--- src/rtl/post_code_pkg.sv ---
// Package: shared types and the hex-to-segment encoder for the POST display.
// Assumes active-high segments, bit 0 = segment a .. bit 6 = segment g.
package post_code_pkg;

    typedef logic [6:0] seg_t;

    // Map one nibble to its seven-segment pattern.
    function automatic seg_t hex_to_seg(input logic [3:0] nib);
        case (nib)
            4'h0: hex_to_seg = 7'h3F;
            4'h1: hex_to_seg = 7'h06;
            4'h2: hex_to_seg = 7'h5B;
            4'h3: hex_to_seg = 7'h4F;
            4'h4: hex_to_seg = 7'h66;
            4'h5: hex_to_seg = 7'h6D;
            4'h6: hex_to_seg = 7'h7D;
            4'h7: hex_to_seg = 7'h07;
            4'h8: hex_to_seg = 7'h7F;
            4'h9: hex_to_seg = 7'h6F;
            4'hA: hex_to_seg = 7'h77;
            4'hB: hex_to_seg = 7'h7C;
            4'hC: hex_to_seg = 7'h39;
            4'hD: hex_to_seg = 7'h5E;
            4'hE: hex_to_seg = 7'h79;
            default: hex_to_seg = 7'h71;
        endcase
    endfunction

endpackage

--- src/rtl/post_code_latch.sv ---
// post_code_latch: holds the last byte written to the watched I/O port.
// Assumes io_wr is a single-cycle strobe qualified with a stable address.
module post_code_latch #(
    parameter int ADDR_W = 16,
    parameter int DATA_W = 8,
    parameter logic [ADDR_W-1:0] PORT_ADDR = 'h80
) (
    input  logic              clk,
    input  logic              rst_n,
    input  logic              io_wr,
    input  logic [ADDR_W-1:0] io_addr,
    input  logic [DATA_W-1:0] io_data,
    output logic [DATA_W-1:0] code_q
);

    logic hit;

    // Match the strobe against the watched port address.
    always_comb hit = io_wr && (io_addr == PORT_ADDR);

    // Store the data byte on a matching write; clear on reset.
    always_ff @(posedge clk) begin
        if (!rst_n)   code_q <= '0;
        else if (hit) code_q <= io_data;
    end

endmodule

--- src/rtl/scan_timer.sv ---
// scan_timer: divides the clock into display phases and flags the first
// cycle of each phase as blank. Assumes CLK_HZ/SWITCH_HZ >= 2.
module scan_timer #(
    parameter int CLK_HZ    = 48_000_000,
    parameter int SWITCH_HZ = 1000
) (
    input  logic clk,
    input  logic rst_n,
    output logic phase_lo,
    output logic blank
);

    localparam int DIV = CLK_HZ / SWITCH_HZ;
    localparam int CW  = (DIV > 1) ? $clog2(DIV) : 1;
    localparam logic [CW-1:0] LAST = CW'(DIV - 1);

    logic [CW-1:0] cnt;

    // Count cycles per phase, toggle the nibble and blank on wrap.
    always_ff @(posedge clk) begin
        if (!rst_n) begin
            cnt      <= '0;
            phase_lo <= 1'b0;
            blank    <= 1'b1;
        end else if (cnt == LAST) begin
            cnt      <= '0;
            phase_lo <= ~phase_lo;
            blank    <= 1'b1;
        end else begin
            cnt      <= cnt + 1'b1;
            blank    <= 1'b0;
        end
    end

endmodule

--- src/rtl/route_out.sv ---
// route_out: drives one output group when it is enabled and selected,
// otherwise holds the group at zero.
module route_out #(
    parameter int GRP = 0
) (
    input  logic       en,
    input  logic       route_sel,
    input  logic [6:0] seg_in,
    input  logic [1:0] dig_in,
    output logic [6:0] seg_out,
    output logic [1:0] dig_out
);

    logic mine;

    // Gate the shared display onto this group only when it owns the route.
    always_comb begin
        mine    = en && (route_sel == 1'(GRP));
        seg_out = mine ? seg_in : '0;
        dig_out = mine ? dig_in : '0;
    end

endmodule

--- src/rtl/post_code_display.sv ---
// post_code_display: captures the POST byte and scans it onto a shared
// segment bus, high nibble then low nibble, on one of two output groups.
// Assumes a synchronous active-low reset and CLK_HZ/SWITCH_HZ >= 2.
module post_code_display
    import post_code_pkg::*;
#(
    parameter int CLK_HZ    = 48_000_000,
    parameter int SWITCH_HZ = 1000,
    parameter logic [15:0] PORT_ADDR = 16'h0080
) (
    input  logic       clk,
    input  logic       rst_n,
    input  logic       io_wr,
    input  logic [15:0] io_addr,
    input  logic [7:0] io_data,
    input  logic       strap_en,
    input  logic       reg_en,
    input  logic       route_sel,
    input  logic       temp_mode,
    input  logic [7:0] temp_val,
    output logic [6:0] prn_seg,
    output logic [1:0] prn_dig,
    output logic [6:0] alt_seg,
    output logic [1:0] alt_dig
);

    localparam int NGRP = 2;

    logic [7:0] code_q;
    logic       phase_lo;
    logic       blank;
    logic [7:0] shown;
    logic [3:0] nib;
    seg_t       seg_w;
    logic [1:0] dig_w;
    logic       en;
    logic [6:0] grp_seg [NGRP];
    logic [1:0] grp_dig [NGRP];

    post_code_latch #(.ADDR_W(16), .DATA_W(8), .PORT_ADDR(PORT_ADDR)) latch_i (
        .clk(clk), .rst_n(rst_n), .io_wr(io_wr), .io_addr(io_addr),
        .io_data(io_data), .code_q(code_q)
    );

    scan_timer #(.CLK_HZ(CLK_HZ), .SWITCH_HZ(SWITCH_HZ)) timer_i (
        .clk(clk), .rst_n(rst_n), .phase_lo(phase_lo), .blank(blank)
    );

    // Pick the byte and nibble on show, encode it and form the digit select.
    always_comb begin
        en    = strap_en || reg_en;
        shown = temp_mode ? temp_val : code_q;
        nib   = phase_lo ? shown[3:0] : shown[7:4];
        seg_w = hex_to_seg(nib);
        dig_w = blank ? 2'b00 : (phase_lo ? 2'b01 : 2'b10);
    end

    for (genvar g = 0; g < NGRP; g++) begin : g_grp
        route_out #(.GRP(g)) out_i (
            .en(en), .route_sel(route_sel), .seg_in(seg_w), .dig_in(dig_w),
            .seg_out(grp_seg[g]), .dig_out(grp_dig[g])
        );
    end

    // Map the group array onto the named output ports.
    always_comb begin
        prn_seg = grp_seg[0];
        prn_dig = grp_dig[0];
        alt_seg = grp_seg[1];
        alt_dig = grp_dig[1];
    end

endmodule

--- config.mk ---
export PLATFORM = sky130hd
export DESIGN_NAME = post_code_display
export DESIGN_NICKNAME = d
export VERILOG_FILES = /design/src/rtl/post_code_pkg.sv /design/src/rtl/post_code_latch.sv /design/src/rtl/scan_timer.sv /design/src/rtl/route_out.sv /design/src/rtl/post_code_display.sv
export SDC_FILE = /design/constraint.sdc
export NUM_CORES = 1
export LEC_CHECK = 0
export ABC_AREA = 1
export ABC_CLOCK_PERIOD_IN_PS = 3500
export CAP_MARGIN = 20
export CORE_ASPECT_RATIO = 1.25
export CORE_MARGIN = 2
export CORE_UTILIZATION = 51
export CTS_CLUSTER_DIAMETER = 40
export CTS_CLUSTER_SIZE = 16
export DETAILED_ROUTE_END_ITERATION = 8
export PLACE_DENSITY = 0.86
export SLEW_MARGIN = 20
export SYNTH_ARGS = -nofsm -noshare
export SYNTH_HDL_FRONTEND = slang
export SYNTH_SLANG_ARGS = --single-unit
export TNS_END_PERCENT = 5
--- constraint.sdc ---
create_clock -name clk -period 3.5 [get_ports clk]
set_clock_uncertainty 0.05 [all_clocks]
set_input_delay 0.7 -clock clk [delete_from_list [all_inputs] [get_ports clk]]
set_output_delay 0.7 -clock clk [all_outputs]
set_load 0.01 [all_outputs]
### After elaboration in Yosys (flattened, before gate mapping)

Memory sizes are Yosys's and may differ from the RTL's.
Cells that the tools add are included.

| operators by class | value |
|---|---|
| $add $sub $neg | 1 |
| multiply operators | 0 |
| div/mod/pow operators | 0 |
| order comparisons | 0 |
| eq/ne operators | 2 |
| shift-type cells | 0 |
| multiplexer cells | 9 |
| bitwise gates (word level) | 3 |
| reductions and logical operators | 5 |

Operators with widths:

| operator | number |
|---|---|
| 16-bit by 1-bit adder with 16-bit output, second input constant | 1 |
| 16-bit == test, second input constant | 1 |
| 16-bit by 8-bit == test with 1-bit output, second input constant | 1 |
| 7-bit two-way mux | 2 |
| 2-bit two-way mux | 4 |
| 8-bit two-way mux | 1 |
| 4-bit two-way mux | 1 |
| 1-bit logical AND | 3 |
| 1-bit inverter | 3 |
| 2-bit OR reduction | 1 |
| 1-bit logical OR | 1 |
| 1-bit two-way mux | 1 |

| storage, ports and cells | value |
|---|---|
| register bits after elaboration | 26 |
| latch bits | 0 |
| RAM bits | 0 |
| ROM bits | 112 |
| bits of input ports | 39 |
| output and inout bits | 18 |
| logic and storage cells | 25 |
| memories | 1 |

Memory list:

| memory | words | bits a word | read ports | clocked after memory_dff | wr ports | line | text |
|---|---|---|---|---|---|---|---|
| (no name shown) | 16 | 7 | 1 | 0 | 0 | post_code_pkg.sv:9 | `case (nib)` |

### Longest topological paths before layout

An unclocked memory read counts as a cell.

| logic depth | value |
|---|---|
| depth in word-level cells | 4 |
| depth in mapped cells | 12 |
| mapped depth without buffers | 11 |

### Modules after synthesis

Synthesis repeated with hierarchy kept, for this count alone.

| unflattened totals | value |
|---|---|
| cells, all modules | 355 |
| area total of the unflattened synthesis | 2190.9 µm² |

By module, submodules not included:

| module | instances | cells each | area each (µm²) | seq. area each (µm²) |
|---|---|---|---|---|
| scan_timer | 1 | 121 | 895.9 | 360.3 |
| post_code_display | 1 | 113 | 613.1 | 0.0 |
| post_code_latch | 1 | 82 | 525.5 | 160.2 |
| route_out (g_grp[0].out_i) | 1 | 20 | 82.6 | 0.0 |
| route_out (g_grp[1].out_i) | 1 | 19 | 73.8 | 0.0 |

### Worst setup path after synthesis

OpenSTA, ideal clock, no wires.

| timing path | value |
|---|---|
| kind | input port to output port |
| start point | input temp_mode |
| end point | output alt_seg[0] |
| data arrival time | 1824 ps |
| data required time | 2750 ps |
| path slack | 926 ps |
| stages on the path | 12 |
| path buffers | 1 |
| path through | buf_6 -> inv_4 -> nand2_1 -> nand2_1 -> nand2_1 -> nand2_1 -> ha_1 -> inv_1 -> nand3_1 -> nand2_1 -> nand2_1 -> a21oi_1 |

| on the way | value |
|---|---|
| word-level cells in the longest chain between the ends | 4 |

Ends and longest elaborated chain:

| element | line | text |
|---|---|---|
| start: declaration | post_code_display.sv:19 | `input logic temp_mode,` |
| 8-bit two-way mux | post_code_display.sv:52 | `shown = temp_mode ? temp_val : code_q;` |
| 4-bit two-way mux | post_code_display.sv:53 | `nib = phase_lo ? shown[3:0] : shown[7:4];` |
| memory read 16 x 7 bit | - |  |
| 7-bit two-way mux | route_out.sv:19 | `seg_out = mine ? seg_in : '0;` |
| end: declaration | post_code_display.sv:23 | `output logic [6:0] alt_seg,` |

No other way between the ends.

### Worst setup path in the final report

| timing path | value |
|---|---|
| start point | input temp_val[4] |
| end point | output prn_seg[0] |

| on the way | value |
|---|---|
| word-level cells in the longest chain between the ends | 4 |

Ends and longest elaborated chain:

| element | line | text |
|---|---|---|
| start: declaration | post_code_display.sv:20 | `input logic [7:0] temp_val,` |
| 8-bit two-way mux | post_code_display.sv:52 |  |
| 4-bit two-way mux | post_code_display.sv:53 |  |
| memory read 16 x 7 bit | - |  |
| 7-bit two-way mux | route_out.sv:19 |  |
| end: declaration | post_code_display.sv:21 | `output logic [6:0] prn_seg,` |

No other way between the ends.

==> reports/results.ini <==
[clock_network]
root_buffer=clkbuf_8
clk_latency_ns=0.28
cts_hold_buf=0
cts_tree=yes
cts_made_buffers=3
clk_pin_slew_worst_paths_ns=0.09
cts_max_path_buffers=2
post-cts-setup-buffers=0
h-tree-depth=1
cts_sinks=26

[synthesis]
post-synth-top-count-cell=nand2_1
synth_top_family_by_area=simple AND/OR/NAND/NOR gates
yosysTopAreaCell=dfxtp_1
yosys_most_used_dff=dfxtp_1
synth_xor_area_share_pct=1.892
synth-adder-area-share_pct=5.405
synthesis.nets=336
synth_common_cells=nand2_1, inv_1, nor2_1, nand3_1, dfxtp_1
synth_area_sq_mm=0.001852
synthMuxAreaShare_pct=0
synth_simple_gate_area_share_pct=45.14
synth_seq_cells=26
syn_area_per_cell_sq_um=6.408
synth-compound-area-share_pct=8.243
synthCells=289
async_flop_share_pct=0
yosys_warnings=0
ys_seq_area_share_pct=28.11
synth_cell_types=28
synth_edf_count=0
yosys-top-cells-area=dfxtp_1, nand2_1, nand3_1
synth_top_area_share_pct=28.11

[route]
totalWireLength_mm=4.490
met2_length_mm=2.428
viasPerCell=5.162
wl_per_cell_um=11.54
vias=2008
first_iter_violations=115
topRoutingLayerUsed=met4
wl_met3_um=195
drt.antenna.violating_nets=0
dr.pass1.iters=4
drc_errors=0
met1_length_mm=1.790

[placement]
place_congestion=0.9702
detailed_place_hpwl_mm=3.531
dpl_cell_area_sq_mm=0.002461
portBuffers=56

[die]
fp.dieH_um=71.37
coreArea_sq_mm=0.003483
num_rows=24
die_area_sq_mm=0.004132
ios=57
fp.dieW_um=57.90
initial_utilization_pct=53.16

[global_route]
antenna_found_initial=0
grt_pass1_vias=1978
grt_overflow=0
grt_max_degree=17
grt_usage_pct=23.15
grt_pass1_wl_mm=7.748

[power_and_ir_drop]
power_uw=652.8
total_leakage_power_uw=0.001087
p_per_area_mw_per_mm2=258.3
ir_worst_vdd_uv=247.3

[timing]
relSlewSlack_pct=58.69
final-hold-violation-count=0
rsz0062_at_grt=true
tightest_slew_ns=0.6155
post-route-period-util_pct=96.72
setup_viol=0
period_needed_ns=3.385
fmax_mhz=295.4
drv_slew=0

[finish]
finalNetCount=398
utilization_pct=72.56
n_antenna_cell=0
syn2layout_area_growth_pct=36.49
stdcell_area_sq_mm=0.002527
drive_gt1_share_pct=10.00

[setup_path]
endpoint_kind=output pin
required_ns=2.75
arrival_ns=2.64
regToRegSetupSlack_ns=2.05
crit_type=in -> out
crit_path_start_kind=primary input
path_max_fanout=3

[outcome]
outcome=completed

[job]
cap_viol_max_count=0

[hold_path]
hp-class=reg -> reg

## cells in the final DEF (no fill, tap or decap), drive strengths merged
master	instances
o21bai	1
or2	1
buf	6
nor3b	1
nand4	7
xor2	4
ha	8
nor3	11
dlymetal6s2s	3
nand3	33
nand3b	1
dlygate4sd2	1
clkbuf	4
o21ai	12
and2	1
inv	42
nand2	81
nor2	38
a21oi	17
dfxtp	26
clkdlybuf4s50	52
## cell type report
type	count	area (sq um)
clock buffer	4	55.05
fill	281	955.9
inverter	42	162.7
multi-input combinational	216	1129
sequential	26	520.5
tap	39	48.80
timing repair buffer	62	611.8
## flip-flops by register name, indices dropped and copies added, names as in the netlist
| name | count |
|---|---|
| timer_i.cnt | 16 |
| latch_i.code_q | 8 |
| timer_i.blank | 1 |
| timer_i.phase_lo | 1 |
## worst max-delay path, stage by stage
cell and delay, ns:
clkdlybuf4s50_1 0.45, nand2_1 0.07, nand3_1 0.11, nand2_1 0.11
ha_1 0.25, nand3_1 0.12, nand3_1 0.11, a21oi_1 0.16
clkdlybuf4s50_1 0.55
## power by group
part | switching, uW | internal (uW)
clock | 93.9 | 101
sequential | 2.87 | 299
combinational | 68.2 | 88.0
## timing repair
item	CTS	global route
resized for setup	1	5
endpoints found under the hold margin	0	0
setup endpoints to repair	14	12
## per-stage QoR
step	hold slack (ns)	setup WS, ns	instances	setup TNS, ns
after floorplan	0.3796	0.9264	289	0
after global placement	0.3937	-0.09945	385	-0.8572
after detailed placement	0.4028	-0.1551	385	-1.366
after CTS	0.4196	0.06101	389	0
after global routing	0.4574	-0.01209	389	-0.01529
final	0.4141	0.1148	389	0
## logic make-up (layout without fill, tap and decap cells)
group                    count (synthesis)  count (layout)
XOR/XNOR                                 4               4
AND/OR/NAND/NOR                        174             174
adder cells (fa/ha/maj)                  8               8
flip-flops                              26              26
AO/OA/AOI/OAI                           30              30
buffers and inverters                   47             108
## layer usage
layer / GRT usage, % / up-vias
met2: 45.08 / 67
met5: 0 / -
met1: 23.28 / 892
met4: 11.89 / 0
met3: 2.708 / 9
li1: - / 1040
## path summary, 6_finish.rpt
kind	cells past startpoint	from	end
hold reg to reg	2	timer_i.cnt[14]$_SDFF_PP0_	timer_i.cnt[14]$_SDFF_PP0_
setup reg to reg	8	timer_i.cnt[0]$_SDFF_PP0_	timer_i.cnt[2]$_SDFF_PP0_
hold / removal	2	timer_i.cnt[14]$_SDFF_PP0_	timer_i.cnt[14]$_SDFF_PP0_
setup / recovery	9	temp_val[4]	prn_seg[0]
Power figures use the tool's default switching activity.
